**src/rtl/sdram_cmd_seq.sv**
```systemverilog
module sdram_cmd_seq #(
  parameter int A_W       = 13,
  parameter int PAUSE_CYC = 50000
) (
  input  logic           clk,
  input  logic           rst_n,
  input  logic           cfg_wr,
  input  logic [1:0]     cfg_sel,
  input  logic [31:0]    cfg_wdata,
  input  logic           acc_req,
  input  logic [A_W-1:0] acc_addr,
  output logic           acc_ack,
  output logic           busy,
  output logic           dp_fwd,
  output logic [31:0]    timing_cfg,
  output logic [6:0]     lowpwr_cfg,
  output logic           sd_cke,
  output logic           sd_cs_n,
  output logic           sd_ras_n,
  output logic           sd_cas_n,
  output logic           sd_we_n,
  output logic [1:0]     sd_ba,
  output logic [A_W-1:0] sd_a
);
  localparam int DMAX = (PAUSE_CYC > 15) ? PAUSE_CYC : 15;
  localparam int CW   = $clog2(DMAX + 1);

  logic [2:0]     mode_q;
  logic [31:0]    tcfg_q;
  logic [6:0]     lp_q;
  logic           wait_q, ack_q, cke_q, cs_q;
  logic [CW-1:0]  cnt_q, dly;
  logic [2:0]     rcw_q, rcw;
  logic [1:0]     ba_q, ba;
  logic [A_W-1:0] a_q, a;
  logic           cke_nx;

  wire special = (mode_q >= 3'd1) && (mode_q <= 3'd6);
  wire start   = acc_req && !wait_q && special;
  wire [3:0] trp = tcfg_q[3:0];
  wire [3:0] trc = tcfg_q[7:4];

  assign dp_fwd     = acc_req && !special;
  assign busy       = wait_q;
  assign acc_ack    = ack_q;
  assign timing_cfg = tcfg_q;
  assign lowpwr_cfg = lp_q;
  assign sd_cke     = cke_q;
  assign sd_cs_n    = cs_q;
  assign {sd_ras_n, sd_cas_n, sd_we_n} = rcw_q;
  assign sd_ba      = ba_q;
  assign sd_a       = a_q;

  always_comb begin
    rcw    = 3'b111;
    ba     = 2'b00;
    a      = '0;
    dly    = CW'(trp);
    cke_nx = cke_q;
    case (mode_q)
      3'd1: begin
        cke_nx = 1'b1;
        dly    = cke_q ? CW'(trp) : CW'(PAUSE_CYC);
      end
      3'd2: begin
        rcw = 3'b010;
        a   = A_W'(1024);
      end
      3'd3: begin
        rcw = 3'b000;
        a   = acc_addr;
      end
      3'd4: begin
        rcw = 3'b001;
        dly = CW'(trc);
      end
      3'd5: begin
        rcw = 3'b000;
        ba  = 2'b10;
        a   = A_W'(lp_q);
      end
      3'd6: begin
        rcw    = 3'b110;
        cke_nx = 1'b0;
      end
      default: ;
    endcase
  end

  always_ff @(posedge clk or negedge rst_n) begin
    if (!rst_n) begin
      mode_q <= '0;
      tcfg_q <= '0;
      lp_q   <= '0;
    end else if (cfg_wr) begin
      case (cfg_sel)
        2'd0:    mode_q <= cfg_wdata[2:0];
        2'd1:    tcfg_q <= cfg_wdata;
        2'd2:    lp_q   <= cfg_wdata[6:0];
        default: ;
      endcase
    end
  end

  always_ff @(posedge clk or negedge rst_n) begin
    if (!rst_n) begin
      wait_q <= 1'b0;
      ack_q  <= 1'b0;
      cnt_q  <= '0;
      cke_q  <= 1'b0;
      cs_q   <= 1'b1;
      rcw_q  <= 3'b111;
      ba_q   <= 2'b00;
      a_q    <= '0;
    end else begin
      ack_q <= 1'b0;
      cs_q  <= 1'b1;
      rcw_q <= 3'b111;
      ba_q  <= 2'b00;
      a_q   <= '0;
      if (start) begin
        wait_q <= 1'b1;
        cnt_q  <= dly;
        cke_q  <= cke_nx;
        cs_q   <= 1'b0;
        rcw_q  <= rcw;
        ba_q   <= ba;
        a_q    <= a;
      end else if (wait_q) begin
        if (cnt_q == '0) begin
          wait_q <= 1'b0;
          ack_q  <= 1'b1;
        end else begin
          cnt_q <= cnt_q - 1'b1;
        end
      end
    end
  end
endmodule

```
**config.mk**
```make
export PLATFORM = sky130hd
export DESIGN_NAME = sdram_cmd_seq
export DESIGN_NICKNAME = d
export VERILOG_FILES = /design/src/rtl/sdram_cmd_seq.sv
export SDC_FILE = /design/constraint.sdc
export NUM_CORES = 1
export LEC_CHECK = 0
export BUFFER_PORTS_ARGS = -buffer_cell sky130_fd_sc_hd__buf_2
export CORE_MARGIN = 4
export CORE_UTILIZATION = 28
export CTS_BUF_LIST = sky130_fd_sc_hd__clkbuf_8
export DETAILED_ROUTE_END_ITERATION = 6
export PLACE_DENSITY = 0.52
export SYNTH_ARGS = -nofsm -noshare
export SYNTH_HDL_FRONTEND = slang
export SYNTH_SLANG_ARGS = --single-unit
```
**constraint.sdc**
```tcl
create_clock -name clk -period 2.6 [get_ports clk]
set_input_delay 0.52 -clock clk [delete_from_list [all_inputs] [get_ports clk]]
set_output_delay 0.52 -clock clk [all_outputs]
set_load 0.1 [all_outputs]
```
After elaboration in Yosys (flattened, before gate mapping)
Index checks and enable logic that the tools add are counted.
{"block": "word_totals", "reg_bits": 80, "in_bits": 51, "output_inout_bits": 62}
{"block": "op_classes", "add_sub_neg": 1, "n_lt_le_gt_ge": 2, "eq_ne": 9, "mux": 19, "reduce_logical": 16}
{"op": "2-to-1 mux 16 bit", "count": 4}
{"op": "one-hot mux 13 bit (3 select lines)", "count": 1}
{"op": "one-hot mux 16 bit (2 select lines)", "count": 1}
{"op": "zero test 16 bit", "count": 1}
{"op": "subtractor 16 x 1 -> 16 bit, second input constant", "count": 1}
{"op": "2-to-1 mux 13 bit", "count": 1}
{"op": "one-hot mux 3 bit (4 select lines)", "count": 1}
{"op": "AND reduction 2 bit", "count": 5}
{"op": "== test 3 bit, second input constant", "count": 3}
{"op": "2-to-1 mux 1 bit", "count": 7}
{"op": "== test 3 x 2 -> 1 bit, second input constant", "count": 2}
{"op": "logical AND 1 bit", "count": 4}
{"op": "2-to-1 mux 2 bit", "count": 2}
{"op": "nonzero test 2 bit", "count": 2}
{"op": "== test 3 x 1 -> 1 bit, second input constant", "count": 1}
{"op": ">= comparator 3 x 1 -> 1 bit, second input constant", "count": 1}
{"op": "less-or-equal comparator 3 bit, second input constant", "count": 1}
{"op": "2-to-1 mux 3 bit", "count": 1}
{"op": "== test 2 x 1 -> 1 bit, second input constant", "count": 1}
{"op": "== test 2 bit, second input constant", "count": 1}
{"op": "zero test 1 bit", "count": 2}
{"op": "zero test 2 bit", "count": 1}
{"op": "inequality test 2 bit, second input constant", "count": 1}
{"op": "one-hot mux 1 bit (2 select lines)", "count": 1}
{"op": "OR reduction 2 bit", "count": 1}

Depth between registers and ports, before layout
{"block": "logic_depth", "word_depth": 5, "ltp_mapped": 8, "mapped_depth_nobuf": 7}

Worst setup path after synthesis
No wires, ideal clock.
{"block": "synth_timing", "path_kind": "reg2out", "from": "reg mode_q[1]", "to": "out dp_fwd", "t_arrival_ns": 2.973, "t_required_ns": 2.080, "path_slack_ns": -0.893, "stages_incl_launch_ff": 3, "path_cell_list": "dfrtp_1 or3_1 a21boi_0"}
{"block": "synth_between", "elab_chain_len": 4, "word_cells_on_any_way": 5, "cone_classes": "order compare (2); reduce/logical (3)"}
{"element": "start, declared", "line_no": "28", "source": "logic [2:0] mode_q;"}
{"element": "start signal, assigned", "line_no": "97", "source": "2'd0: mode_q <= cfg_wdata[2:0];"}
{"element": ">= comparator 3 x 1 -> 1 bit or less-or-equal comparator 3 bit (tied branches)", "line_no": "38", "source": "wire special = (mode_q >= 3'd1) && (mode_q <= 3'd6);"}
{"element": "logical AND 1 bit *", "line_no": "38"}
{"element": "zero test 1 bit *", "line_no": "43", "source": "assign dp_fwd = acc_req && !special;"}
{"element": "logical AND 1 bit *", "line_no": "43"}
{"element": "end, declared", "line_no": "14", "source": "output logic dp_fwd,"}
Mark *: on every way between the ends. The rest lies on a longest branch, timed or not.

Final worst setup path
{"block": "layout_timing", "from": "reg mode_q[0]", "to": "out dp_fwd"}
The elaborated chain is that of the path after synthesis.

==> flow_metrics.tcl <==
set metrics [dict create \
    clk-insertion-delay-late_ps 360 \
    hold_class "input port to async pin" \
    status "complete, no violations" \
    synth_common_cells "dfrtp_1 (75), mux2_2 (41), nor2_1 (22), a21oi_1 (10), nor3_1 (10)" \
    synth.most_common_cell "dfrtp_1" \
    skew_ps 6.629 \
    syn_inst 281 \
    slew_violations 0 \
    tns_ps 0 \
    power_density_nw_per_um2 883.2 \
    finalHoldViolCount 0 \
    p_sw_w 0.001632 \
    wire_per_inst_um 14.63 \
    p_leak_nw 2.025 \
    syn_to_final_growth_pct 28.45 \
    track_usage_pct 12.50 \
    numCtsBuffers 9 \
    grt_overflow 0 \
    end_kind "output port" \
    coreArea_um2 12060 \
    fin_ws_ps 210.5 \
    cts-hold-fix-buffers 0 \
    n_antenna_cell 0 \
    cts_tree "done" \
    rsz0062_at_grt "false" \
    drtIter0Drc 80 \
    fin_crit_ps 2389 \
    max-vdd-ir-drop_v 0.0007153 \
    cts_sinks 79 \
    synth_ff_type "dfrtp_1" \
    antenna_found_initial 0 \
    slew_headroom_pct 33.36 \
    vias_per_cell 4.649 \
    cts_resized 0 \
    final.period_utilization_pct 91.90 \
    intPower_w 0.002290 \
    combPwrFrac_pct 34.0 \
    drive_gt1_share_pct 46.87 \
    cts_setup_buffers 0 \
    final_antenna_net_count 0 \
    path_clk_slew_ps 80 \
    netlist_area_um2 3457 \
    clkPwrFrac_pct 28.8 \
    syn_avg_cell_area_um2 12.30 \
    drc 0 \
    required_ps 2080 \
    vias 2636 \
    place_inst 551 \
    cp_max_fo 13 \
    start_kind "flip-flop" \
    yosys.area.top_type "dfrtp_1" \
    clockRootBuffer "clkbuf_8" \
    syn_nets 333 \
    die_w_um 119.1 \
    seqPwrFrac_pct 37.2 \
    switching_share_pct 41.62 \
    setup_viol 0 \
    yosysTopAreaCellShare_pct 54.29 \
    die_h_um 119.1 \
    synth.ff_latch_count 79 \
    synth-async-reset-ratio_pct 100.0 \
    grt_pass1_wl_um 14290 \
    ios 113 \
    start_util_pct 28.66 \
    portBuffers 111 \
    clockBufferDepth 2 \
    rows 40 \
    reg2reg_setup_slack_ps 370 \
    fmax_mhz 418.5 \
    final-instance-count-excl-fill 567 \
    synth_cell_types 58 \
    cts_htree_levels 3 \
    hpwl_um 5924 \
    synth_area_leaders "dfrtp_1 (54%), mux2_2 (13%), dfstp_2 (3.0%)" \
    worst_pin_slew_ps 999.6 \
    first_pass_iters 6 \
    synth-edff-count 0 \
    reg2reg_depth 7 \
    first_global_vias 2803 \
    grt_max_degree 80 \
    num-nets-final 446 \
    routed_wl_um 8298 \
    die-area_um2 14190 \
    ys_warn_count 0 \
    hold-worst-slack_ps 316.0 \
    preCtsSetupSlack_ps 398.3 \
    synth.yosys.seq_area_share_pct 57.33 \
    path_class "flip-flop to output port" \
    max-cap-violations 0 \
    arrival_ps 1870 \
    gp_congestion 0.8001 \
]
-- sequential cells by signal (all words and copies together), names as in the netlist --
| register | cells |
|---|---|
| sd_a | 13 |
| rcw_q | 3 |
| timing_cfg | 32 |
| acc_ack | 1 |
| cnt_q | 16 |
| sd_cke | 1 |
| lowpwr_cfg | 7 |
| mode_q | 3 |
| sd_ba | 1 |
| busy | 1 |
| sd_cs_n | 1 |
-- worst max-delay path, stage by stage, from the launching register on --
cell	delay, ps
dfrtp_1	510
or3_1	390
a21boi_2	170
buf_2	440
-- layout make-up --
class / count / area, µm²
Clock buffer: 11 / 151.4
Clock inverter: 5 / 97.59
Fill cell: 1196 / 7621
Inverter: 7 / 26.28
Multi-Input combinational cell: 182 / 1385
Sequential cell: 79 / 1982
Tap cell: 168 / 210.2
Timing Repair Buffer: 115 / 588.1
-- metal layers --
layer	global-route usage (%)	share of wire (%)	vias up
li1	-	-	1246
met1	15.45	44	1293
met2	19.50	48	86
met3	5.745	7.2	11
met4	3.838	1.1	0
met5	0	0	-
-- cells by family after synthesis --
logic type                 Yosys count  share of synthesized area, %
AOI/OAI and AO/OA                   56                         11.73
and+or+nand+nor                     78                         13.14
muxes                               41                         13.35
xor gates and xnor gates             5                         1.267
other                                1                        0.1085
buffers and inverters               20                         2.714
DFF                                 79                         57.33
adders and majority gates            1                        0.3619
-- power groups by stage --
stage               registers (W)  clock network [W]  logic, W
CTS                       0.00146            0.00118   0.00135
detailed placement        0.00148                  0   0.00135
global placement          0.00148                  0   0.00134
global route              0.00148            0.00124   0.00139
floorplan                 0.00231                  0  0.000251
finish                    0.00146            0.00113   0.00133
-- through the flow --
stage          utilization [%]  power, W  instance area (µm²)
3_3_place_gp             34.75  0.002812                 4192
4_1_cts                  36.82  0.003985                 4441
5_1_grt                  36.82  0.004108                 4441
3_5_place_dp             34.75  0.002826                 4192
6_report                 36.82  0.003922                 4441
2_1_floorplan                -  0.002561                 3461
-- path summary, 6_finish.rpt --
| path | from | end |
|---|---|---|
| worst max-delay path | mode_q[0]$_DFFE_PN0P_ | dp_fwd |
| worst min-delay path | rst_n | sd_a[12]$_DFF_PN0_ |
| worst max register to register | cnt_q[0]$_DFFE_PN0P_ | cnt_q[2]$_DFFE_PN0P_ |
| worst min register to register | timing_cfg[27]$_DFFE_PN0P_ | timing_cfg[27]$_DFFE_PN0P_ |
| max in group asynchronous | rst_n | timing_cfg[7]$_DFFE_PN0P_ |
| min in group clk | acc_addr[8] | sd_a[8]$_DFF_PN0_ |
-- layout by cell type, fill, tap and decap left out, types with 3 or more instances in the layout --
| cell type | synthesis | layout |
|---|---|---|
| nor3_1 | 10 | 10 |
| bufinv_16 | 0 | 3 |
| a31oi_1 | 4 | 4 |
| or3_1 | 6 | 6 |
| a21oi_1 | 10 | 10 |
| dfrtp_1 | 75 | 75 |
| xnor2_1 | 3 | 3 |
| and3_1 | 3 | 3 |
| o21ai_0 | 5 | 5 |
| inv_1 | 7 | 9 |
| clkbuf_8 | 0 | 11 |
| mux2_2 | 41 | 41 |
| nand2b_1 | 3 | 3 |
| dfstp_2 | 4 | 4 |
| buf_4 | 2 | 5 |
| and2_1 | 6 | 6 |
| nor3_2 | 3 | 3 |
| nor2_1 | 22 | 22 |
| nand2_1 | 8 | 8 |
| nor3b_2 | 3 | 3 |
| buf_2 | 3 | 110 |
| a22oi_1 | 7 | 7 |
| o22ai_1 | 4 | 4 |
(Power assumes the default switching activity.)
